## config.mk

```make
export PLATFORM = sky130hd
export DESIGN_NAME = srcsync_align_seq
export DESIGN_NICKNAME = d
export VERILOG_FILES = /design/src/rtl/ssa_pkg.sv /design/src/rtl/ssa_cnt.sv /design/src/rtl/ssa_capture.sv /design/src/rtl/ssa_ctrl.sv /design/src/rtl/srcsync_align_seq.sv
export SDC_FILE = /design/constraint.sdc
export NUM_CORES = 1
export LEC_CHECK = 0
export BUFFER_PORTS_ARGS = -buffer_cell sky130_fd_sc_hd__buf_2
export CORE_UTILIZATION = 40
export DETAILED_ROUTE_END_ITERATION = 6
export HOLD_SLACK_MARGIN = 0.12
export PLACE_DENSITY_LB_ADDON = 0.1
export SKIP_LAST_GASP = 1
export SYNTH_ARGS = -nofsm -noshare
export SYNTH_HDL_FRONTEND = slang
export SYNTH_SLANG_ARGS = --single-unit
```

## constraint.sdc

```tcl
create_clock -name clk -period 2.2 [get_ports clk]
set_input_delay 0.22 -clock clk [delete_from_list [all_inputs] [get_ports clk]]
set_output_delay 0.22 -clock clk [all_outputs]
set_load 0.005 [all_outputs]
```

## src/rtl/ssa_pkg.sv

```systemverilog
package ssa_pkg;

  typedef enum logic [3:0] {
    PH_IDLE    = 4'd0,
    PH_FLUSH_S = 4'd1,
    PH_FALL    = 4'd2,
    PH_RISE    = 4'd3,
    PH_FLUSH_N = 4'd4,
    PH_DRDY    = 4'd5,
    PH_CENTER  = 4'd6,
    PH_CAPTURE = 4'd7,
    PH_HALT    = 4'd8,
    PH_ERROR   = 4'd9
  } ssa_phase_e;

endpackage

```

## src/rtl/ssa_cnt.sv

```systemverilog
module ssa_cnt #(
  parameter int W = 8
) (
  input  logic         clk,
  input  logic         rst_n,
  input  logic         load,
  input  logic [W-1:0] load_val,
  input  logic         dec,
  output logic         zero
);

  logic [W-1:0] value;

  always_ff @(posedge clk or negedge rst_n) begin
    if (!rst_n)                    value <= '0;
    else if (load)                 value <= load_val;
    else if (dec && value != '0)   value <= value - 1'b1;
  end

  assign zero = (value == '0);

endmodule

```

## src/rtl/ssa_capture.sv

```systemverilog
module ssa_capture #(
  parameter int BITS = 128
) (
  input  logic            clk,
  input  logic            rst_n,
  input  logic            shift_en,
  input  logic            finish,
  input  logic            data_in,
  output logic [BITS-1:0] word,
  output logic            done
);

  always_ff @(posedge clk or negedge rst_n) begin
    if (!rst_n) begin
      word <= '0;
      done <= 1'b0;
    end else begin
      done <= finish;
      if (shift_en) word <= {word[BITS-2:0], data_in};
    end
  end

  // completion strobe lasts exactly one cycle
  a_r8_done_pulse: assert property (@(posedge clk) disable iff (!rst_n)
    done |=> !done);

  // captured word is frozen once capture has finished
  a_r9_word_frozen: assert property (@(posedge clk) disable iff (!rst_n)
    (done && !shift_en) |=> $stable(word));

endmodule

```

## src/rtl/ssa_ctrl.sv

```systemverilog
module ssa_ctrl
  import ssa_pkg::*;
#(
  parameter int LATENCY    = 80,
  parameter int BITS       = 128,
  parameter int CENTER_CYC = 46,
  parameter int TMO_LIMIT  = 4096
) (
  input  logic       clk,
  input  logic       rst_n,
  input  logic       start,
  input  logic       cmp_match,
  output ssa_phase_e state,
  output logic       shift_en,
  output logic       finish
);

  localparam int  MAXC       = (LATENCY > BITS) ? LATENCY : BITS;
  localparam int  CW         = $clog2(MAXC + 1);
  localparam int  TW         = $clog2(TMO_LIMIT + 1);
  localparam bit  HAS_CENTER = (CENTER_CYC > 0);
  localparam int  CEN_LOAD   = HAS_CENTER ? CENTER_CYC - 1 : 0;

  ssa_phase_e    nxt;
  logic          ld_main, ld_tmo;
  logic [CW-1:0] main_val;
  logic          main_zero, tmo_zero;

  always_comb begin
    nxt      = state;
    ld_main  = 1'b0;
    main_val = '0;
    ld_tmo   = 1'b0;
    case (state)
      PH_IDLE: if (start) begin
        nxt = PH_FLUSH_S; ld_main = 1'b1; main_val = CW'(LATENCY - 1);
      end
      PH_FLUSH_S: if (main_zero) begin
        nxt = PH_FALL; ld_tmo = 1'b1;
      end
      PH_FALL: begin
        if (!cmp_match) begin
          nxt = PH_RISE; ld_tmo = 1'b1;
        end else if (tmo_zero) nxt = PH_ERROR;
      end
      PH_RISE: begin
        if (cmp_match) begin
          nxt = PH_FLUSH_N; ld_main = 1'b1; main_val = CW'(LATENCY - 1);
        end else if (tmo_zero) nxt = PH_ERROR;
      end
      PH_FLUSH_N: if (main_zero) begin
        nxt = PH_DRDY; ld_tmo = 1'b1;
      end
      PH_DRDY: begin
        if (cmp_match) begin
          ld_main = 1'b1;
          if (HAS_CENTER) begin
            nxt = PH_CENTER; main_val = CW'(CEN_LOAD);
          end else begin
            nxt = PH_CAPTURE; main_val = CW'(BITS - 1);
          end
        end else if (tmo_zero) nxt = PH_ERROR;
      end
      PH_CENTER: if (main_zero) begin
        nxt = PH_CAPTURE; ld_main = 1'b1; main_val = CW'(BITS - 1);
      end
      PH_CAPTURE: if (main_zero) nxt = PH_HALT;
      default: nxt = state;
    endcase
  end

  always_ff @(posedge clk or negedge rst_n) begin
    if (!rst_n) state <= PH_IDLE;
    else        state <= nxt;
  end

  ssa_cnt #(.W(CW)) u_main_cnt (
    .clk(clk), .rst_n(rst_n), .load(ld_main), .load_val(main_val),
    .dec(!ld_main), .zero(main_zero)
  );

  ssa_cnt #(.W(TW)) u_tmo_cnt (
    .clk(clk), .rst_n(rst_n), .load(ld_tmo), .load_val(TW'(TMO_LIMIT - 1)),
    .dec(!ld_tmo), .zero(tmo_zero)
  );

  assign shift_en = (state == PH_CAPTURE);
  assign finish   = (state == PH_CAPTURE) && main_zero;

  // drain window is not cut short by compare results
  a_r2_drain_holds: assert property (@(posedge clk) disable iff (!rst_n)
    (state == PH_FLUSH_S && !main_zero) |=> state == PH_FLUSH_S);

  // falling edge seen moves to the rising-edge hunt
  a_r3_fall_exit: assert property (@(posedge clk) disable iff (!rst_n)
    (state == PH_FALL && !cmp_match) |=> state == PH_RISE);

  // rising edge seen ends alignment
  a_r4_rise_exit: assert property (@(posedge clk) disable iff (!rst_n)
    (state == PH_RISE && cmp_match) |=> state == PH_FLUSH_N);

  // data-ready seen leaves the wait
  a_r6_drdy_exit: assert property (@(posedge clk) disable iff (!rst_n)
    (state == PH_DRDY && cmp_match) |=> (state == PH_CENTER || state == PH_CAPTURE));

  // halt is sticky
  a_r9_halt_sticky: assert property (@(posedge clk) disable iff (!rst_n)
    state == PH_HALT |=> state == PH_HALT);

  // error halt is sticky
  a_r10_err_sticky: assert property (@(posedge clk) disable iff (!rst_n)
    state == PH_ERROR |=> state == PH_ERROR);

endmodule

```

## src/rtl/srcsync_align_seq.sv

```systemverilog
module srcsync_align_seq
  import ssa_pkg::*;
#(
  parameter int LATENCY   = 80,
  parameter int WORD_LEN  = 16,
  parameter int NWORDS    = 8,
  parameter int TMO_LIMIT = 4096,
  localparam int BITS       = WORD_LEN * NWORDS,
  localparam int CENTER_CYC = BITS - (LATENCY + 2)
) (
  input  logic            clk,
  input  logic            rst_n,
  input  logic            start,
  input  logic            cmp_match,
  input  logic            data_in,
  output logic            period_sel,
  output logic [3:0]      phase,
  output logic            cap_done,
  output logic [BITS-1:0] cap_word,
  output logic            err_halt
);

  // a negative centering delay is an illegal configuration
  if (CENTER_CYC < 0) begin : g_bad_cfg
    $error("centering delay negative: WORD_LEN*NWORDS must be >= LATENCY+2");
  end

  ssa_phase_e state;
  logic       shift_en, finish;

  ssa_ctrl #(
    .LATENCY(LATENCY), .BITS(BITS), .CENTER_CYC(CENTER_CYC), .TMO_LIMIT(TMO_LIMIT)
  ) u_ctrl (
    .clk(clk), .rst_n(rst_n), .start(start), .cmp_match(cmp_match),
    .state(state), .shift_en(shift_en), .finish(finish)
  );

  ssa_capture #(.BITS(BITS)) u_cap (
    .clk(clk), .rst_n(rst_n), .shift_en(shift_en), .finish(finish),
    .data_in(data_in), .word(cap_word), .done(cap_done)
  );

  assign phase      = state;
  assign period_sel = (state == PH_FLUSH_S) || (state == PH_FALL) || (state == PH_RISE);
  assign err_halt   = (state == PH_ERROR);

  // the completion strobe coincides with entry into halt
  a_r8_done_at_halt: assert property (@(posedge clk) disable iff (!rst_n)
    cap_done |-> (phase == 4'd8 && $past(phase) == 4'd7));

endmodule

```

# Word level (Yosys, flattened, before mapping)
# Cells that the tools add are included.
dict set report classes {
  eq_ne 13
  bitwise 0
  order_cmp 0
  n_div 0
  shift 0
  multipliers 0
  reduce_logical 18
  n_addsub 2
  mux 25
}
# cell count
set op_table {}
lappend op_table {{$mux 4} 9}
lappend op_table {{$pmux 4 s8} 1}
lappend op_table {{$pmux 8 s4} 1}
lappend op_table {{$mux 13} 2}
lappend op_table {{$mux 7} 3}
lappend op_table {{$eq 4x3->1 const B} 4}
lappend op_table {{$mux 8} 2}
lappend op_table {{$reduce_bool 8->1} 2}
lappend op_table {{$logic_not 13->1} 1}
lappend op_table {{$reduce_bool 13->1} 1}
lappend op_table {{$sub 13x1->13 const B} 1}
lappend op_table {{$eq 4x2->1 const B} 2}
lappend op_table {{$logic_not 8->1} 1}
lappend op_table {{$ne 2x1->1 const B} 4}
lappend op_table {{$sub 8x1->8 const B} 1}
lappend op_table {{$mux 6} 1}
lappend op_table {{$reduce_and 6->1} 1}
lappend op_table {{$eq 4x1->1 const B} 1}
lappend op_table {{$eq 4x4->1 const B} 1}
lappend op_table {{$logic_not 4->1} 1}
lappend op_table {{$mux 1} 4}
lappend op_table {{$reduce_bool 2->1} 2}
lappend op_table {{$reduce_or 2->1} 2}
lappend op_table {{$logic_and 1x1->1} 3}
lappend op_table {{5 further kinds} 7}
dict set report totals {
  reg_bits 154
  ram_bits 0
  latch_bits 0
  output_inout_bits 135
  wordCells 63
  inputBits 5
  n_memories 0
  rom_bits 0
}

# Longest topological paths before layout
dict set report logic_depth {
  ltp_word 7
  depth_mapped 8
  depth_no_buf 6
}

# Cells and area by module
# A second synthesis with hierarchy kept.
dict set report hier_totals {
  cells_unflattened 500
  hier_area_um2 6774.0
}
# module seq_area_each_um2 area_per_inst_um2 instances cells_each
set modules_own_cells {}
lappend modules_own_cells {ssa_capture 3228.1 4847.1 1 271}
lappend modules_own_cells {{ssa_cnt at u_ctrl.u_tmo_cnt} 325.3 898.4 1 103}
lappend modules_own_cells {{ssa_cnt at u_ctrl.u_main_cnt} 200.2 528.0 1 58}
lappend modules_own_cells {ssa_ctrl 100.1 479.2 1 65}
lappend modules_own_cells {srcsync_align_seq 0.0 21.3 1 3}

# Worst setup path after synthesis
# Ideal clock, no wire load.
dict set report synth_timing {
  kind {register to register}
  start {register u_ctrl.u_tmo_cnt.value[0]}
  end {register u_ctrl.state[1]}
  required_time_ns 2.057
  setup_slack_ns 0.042
  stages_incl_launch_ff 9
  period_less_slack_ns 2.158
  t_arrival_ns 2.015
  setup_ns 0.143
  n_path_buf 2
  cell_sequence {dfrtp_1 > inv_1 > ha_1 > or3b_2 > clkbuf_1 > or4_1 > buf_2 > a211oi_1 > a221oi_1}
}
dict set report synth_between {
  elab_chain_len 4
  elab_cells_between_ends 6
  classes_between {5 x mux; 1 x reduce/logical}
}
# element line_no
set synth_rtl {}
lappend synth_rtl {{start: declaration} ssa_cnt.sv:12} ;# logic [W-1:0] value;
lappend synth_rtl {{start signal: assignment} ssa_cnt.sv:16} ;# else if (load) value <= load_val;
lappend synth_rtl {{start signal: assignment} ssa_cnt.sv:17} ;# else if (dec && value != '0) value <= value - 1'b1;
lappend synth_rtl {{$logic_not 13->1 (*)} ssa_cnt.sv:20} ;# assign zero = (value == '0);
lappend synth_rtl {{$mux 4 (*)} -}
lappend synth_rtl {{$mux 4 (on tied branches)} -}
lappend synth_rtl {{$pmux 4 s8 (*)} -}
lappend synth_rtl {{end signal: assignment} ssa_ctrl.sv:74} ;# else state <= nxt;
lappend synth_rtl {{end: declaration} ssa_ctrl.sv:13} ;# output ssa_phase_e state,
# Every way passes the cells marked *; elsewhere a longest branch is shown, timed or not.
# A chain may end at the register's enable or synchronous reset.

# Worst setup path in the final report
dict set report layout_timing {
  start {register u_ctrl.u_tmo_cnt.value[1]}
  end {register u_ctrl.u_tmo_cnt.value[6]}
}
dict set report layout_between {
  elab_chain_len 3
  elab_cells_between_ends 6
  classes_between {1 x add/sub; 2 x mux; 3 x reduce/logical}
}
# element line_no
set layout_rtl {}
lappend layout_rtl {{$sub 13x1->13 or $reduce_bool 13->1 (tied branches)} ssa_cnt.sv:17}
lappend layout_rtl {{$mux 13 or $logic_and 1x1->1 (tied branches)} ssa_cnt.sv:17}
lappend layout_rtl {{$mux 13 or $reduce_bool 2->1 (tied branches)} -}
# Several ways; a longest one is shown, not always the timed one. The select of a mux whose other input is x is not followed.

==> run summary <==
Outcome -> finished, final reports clean
CP Data Required Time -> 2.55 ns
Total of max-cap violations -> 0
CTS Buffer Depth -> 2
Largest net degree at the start of global routing -> 56
Max-slew headroom -> 50.89%
Most used cell, CP -> or3_1
Worst hold path startpoint -> cmp_match
Sum Neg Setup Slack -> 0 ns
DR vias -> 4,162
TritonCTS clock tree -> built
Row Count -> 45
FF-to-FF path depth -> 7
Synth Flop Type -> dfrtp_1
Worst Hold Endpoint -> u_ctrl.state[2]$_DFFE_PN0P_
Fin crit share -> 95.29%
Die Area -> 16,370 um2
Root Driver -> clkbuf_16
Die width -> 128.0 um
Die height -> 128.0 um
PortBufs -> 139
Lkg Pwr -> 0.004115 uW
IO Count -> 140
Synth warn -> 0
Clock Skew -> 0.004897 ns
Worst slew pin tran -> 0.7274 ns
Num CTS Buffers -> 17
1st-iter DRT viols -> 185
Tot GR Track Use -> 17.66%
CP Max Fanout -> 6
Routed WL per cell -> 16.07 um
Layout area overhead -> 26.50%
Slowest library cell on the worst path -> or3b_2
Arr. time, crit path -> 2.44 ns
Post-layout nets -> 614
Drt first pass iters -> 4
Core Box Area -> 15,310 um2
Worst Setup End Kind -> flip-flop
GPL Wtd Cong -> 0.8149
Synth unique cells -> 52
Syn Nets -> 454
Remaining Overflow, GRT -> 0
Initial antenna violation count -> 0
Mapped Cells -> 446
Starting Density -> 41.44%
Non-filler instance count after layout -> 830
Vias per inst -> 5.014
Fmax -> 477.0 MHz
Yosys reg bits -> 154
Clock Latency Late Sink -> 0.42 ns
P per Cell Area -> 1097 nW/um2
Synth Cell Area -> 6346 um2
Max VDD drop -> 0.5628 mV
Reg clk slew, reported paths -> 0.06 ns
HP Class -> in -> reg
Clk sinks -> 154
Post-route setup slack -> 0.1035 ns
Fillers -> 1,375
Crit path kind -> reg -> reg
# setup viols final -> 0
Max-slew violations -> 0
Reg-to-reg startpoint -> u_ctrl.u_tmo_cnt.value[1]$_DFFE_PN0P_
Type of origin of the critical path -> flip-flop
Placed cells -> 796
Ant. Diodes -> 0
Async set-reset flop share out of synthesis -> 100.0%
Final ANT Viol Nets -> 0
First-pass GRT wire length -> 22.31 mm
Max incr delay on CP -> 0.46 ns
RR Endpoint -> u_ctrl.u_tmo_cnt.value[6]$_DFFE_PN0P_
Fin. Hold Viols -> 0
Number of enable flip-flop cells after synthesis -> 0
HPWL Detailed -> 9.114 mm
Setup slack, reg-to-reg -> 0.10 ns
Register area share after synthesis -> 60.73%
Drc violations -> 0
Post-Route WL -> 13.34 mm
RSZ-0062 raised after global routing -> no
Pre-CTS WS -> 0.004773 ns
Cell Chain, Critical Path -> inv_2 -> ha_4 -> or3b_2 -> buf_4 -> or3_1 -> or3_1 -> nand3_1
Fraction of layout cells with a size suffix above 1 -> 54.93%
Hold path depth -> 3
Post-route minimum period -> 2.096 ns
Number of global-route vias before repair -> 4,317
H-tree depth -> 4
Mean Syn Cell Area -> 14.23 um2
==> synth_stat cells, types with 2 or more instances <==
library cell / number / area, um2
a211o_1: 2 / 17.52
a21oi_1: 4 / 20.02
a32oi_1: 2 / 17.52
and2_1: 2 / 12.51
and3_1: 2 / 12.51
buf_1: 3 / 11.26
buf_2: 5 / 25.02
buf_4: 2 / 15.01
buf_6: 3 / 33.78
clkbuf_1: 13 / 48.80
dfrtp_1: 154 / 3854
ha_1: 3 / 37.54
inv_1: 8 / 30.03
mux2_2: 128 / 1441
nand2_1: 10 / 37.54
nand2b_1: 4 / 25.02
nand3_1: 10 / 50.05
nor2_1: 7 / 26.28
nor2b_1: 2 / 12.51
nor3_1: 4 / 20.02
nor3b_1: 6 / 45.04
nor4_1: 3 / 18.77
o211ai_1: 6 / 45.04
o21ai_0: 8 / 40.04
o311ai_0: 3 / 26.28
o31ai_1: 4 / 30.03
o41ai_1: 2 / 17.52
or2_2: 2 / 12.51
or3_1: 9 / 56.30
or4_1: 5 / 37.54
xnor2_1: 6 / 52.55
xor2_1: 4 / 35.03
==> metrics by stage <==
step                util, %  power (uW)  hold slack [ns]  cell area, um2
detailed placement    48.64        6208           0.2168            7448
CTS                   52.31        8916           0.1641            8011
global placement      48.64        6128           0.2050            7448
finish                52.42        8805           0.2027            8028
global route          52.42        9333           0.2119            8028
floorplan                 -        5270         -0.07559            6346
==> layer usage <==
| metal | global-route usage [%] | up-vias | share of wire (%) |
|---|---|---|---|
| li1 | - | 1937 | - |
| met1 | 21.49 | 2109 | 43 |
| met2 | 28.68 | 98 | 50 |
| met3 | 6.093 | 18 | 5.8 |
| met4 | 7.266 | 0 | 1.7 |
| met5 | 0 | - | 0 |
==> cells in the final DEF (no fill, tap or decap), drive strengths merged, types with 2 or more instances in the layout <==
cell and n:
a211o 2, a21oi 4, a31o 2, a32oi 2, and2 2, and3 2, buf 165, clkbuf 19
clkinv 6, clkinvlp 4, dfrtp 154, dlygate4sd3 2, ha 3, inv 11, mux2 128, nand2 10
nand2b 4, nand3 10, nor2 7, nor2b 2, nor3 4, nor3b 6, nor4 4, o211ai 6
o21ai 9, o311ai 3, o31ai 4, o41ai 2, or2 2, or3 10, or4 6, xnor2 6
xor2 4
==> cells by family (layout without fill, tap and decap cells) <==
family | after synthesis | count (layout) | share of synthesized area (%)
flops | 154 | 154 | 60.73
mux | 128 | 128 | 22.71
simple gates | 72 | 72 | 6.723
compound gates | 45 | 45 | 5.285
buf+inv | 34 | 207 | 2.583
xor+xnor | 10 | 10 | 1.380
fa+ha+maj | 3 | 3 | 0.5915
==> worst max-delay path, delay by kind of cell (launching register included) <==
| kind | cells | cell delay, ns |
|---|---|---|
| simple gates | 4 | 1.19 |
| fa+ha+maj | 1 | 0.14 |
| flops | 1 | 0.42 |
| buf+inv | 2 | 0.26 |
==> state kept, by name (all words and copies together) (netlist names) <==
| register | count |
|---|---|
| u_ctrl.state | 4 |
| u_ctrl.u_tmo_cnt.value | 13 |
| u_cap.word | 128 |
| u_cap.done | 1 |
| u_ctrl.u_main_cnt.value | 8 |
==> where the power goes <==
part           internal, uW  leakage [uW]  switching, uW
clock network          1480      0.000257           1170
registers              3320       0.00201            390
logic                  1300       0.00185           1150
==> worst max-delay path by stage <==
stage,startpoint,endpoint
after floorplan,u_ctrl.u_tmo_cnt.value[0]$_DFFE_PN0P_,u_ctrl.state[1]$_DFFE_PN0P_
after global placement,u_ctrl.u_tmo_cnt.value[5]$_DFFE_PN0P_,u_ctrl.state[1]$_DFFE_PN0P_
after detailed placement,u_ctrl.u_tmo_cnt.value[5]$_DFFE_PN0P_,u_ctrl.state[1]$_DFFE_PN0P_
after CTS,u_ctrl.u_tmo_cnt.value[0]$_DFFE_PN0P_,u_ctrl.u_tmo_cnt.value[6]$_DFFE_PN0P_
after global routing,u_ctrl.u_main_cnt.value[0]$_DFFE_PN0P_,u_ctrl.u_tmo_cnt.value[7]$_DFFE_PN0P_
final,u_ctrl.u_tmo_cnt.value[1]$_DFFE_PN0P_,u_ctrl.u_tmo_cnt.value[6]$_DFFE_PN0P_
==> cell type report <==
cell class / count / area, um2 / share of cell area, %
inverters: 8 / 30.03 / 0.3741
clock inverters: 13 / 96.34 / 1.200
clock buffers: 19 / 442.9 / 5.517
flip-flops and latches: 154 / 3854 / 48.01
multi-input cells: 258 / 2361 / 29.41
well taps: 211 / 264.0 / 3.289
repair buffers: 167 / 979.7 / 12.20
==> repair_timing <==
action                     CTS  global route
setup buffers                0             0
hold endpoints to repair    49             0
cloned                       0             0
pin swaps                    0             1
hold buffers                 2             0
setup endpoints to repair    1             5
resized for setup            1             5
Power figures use the tool's default switching activity.
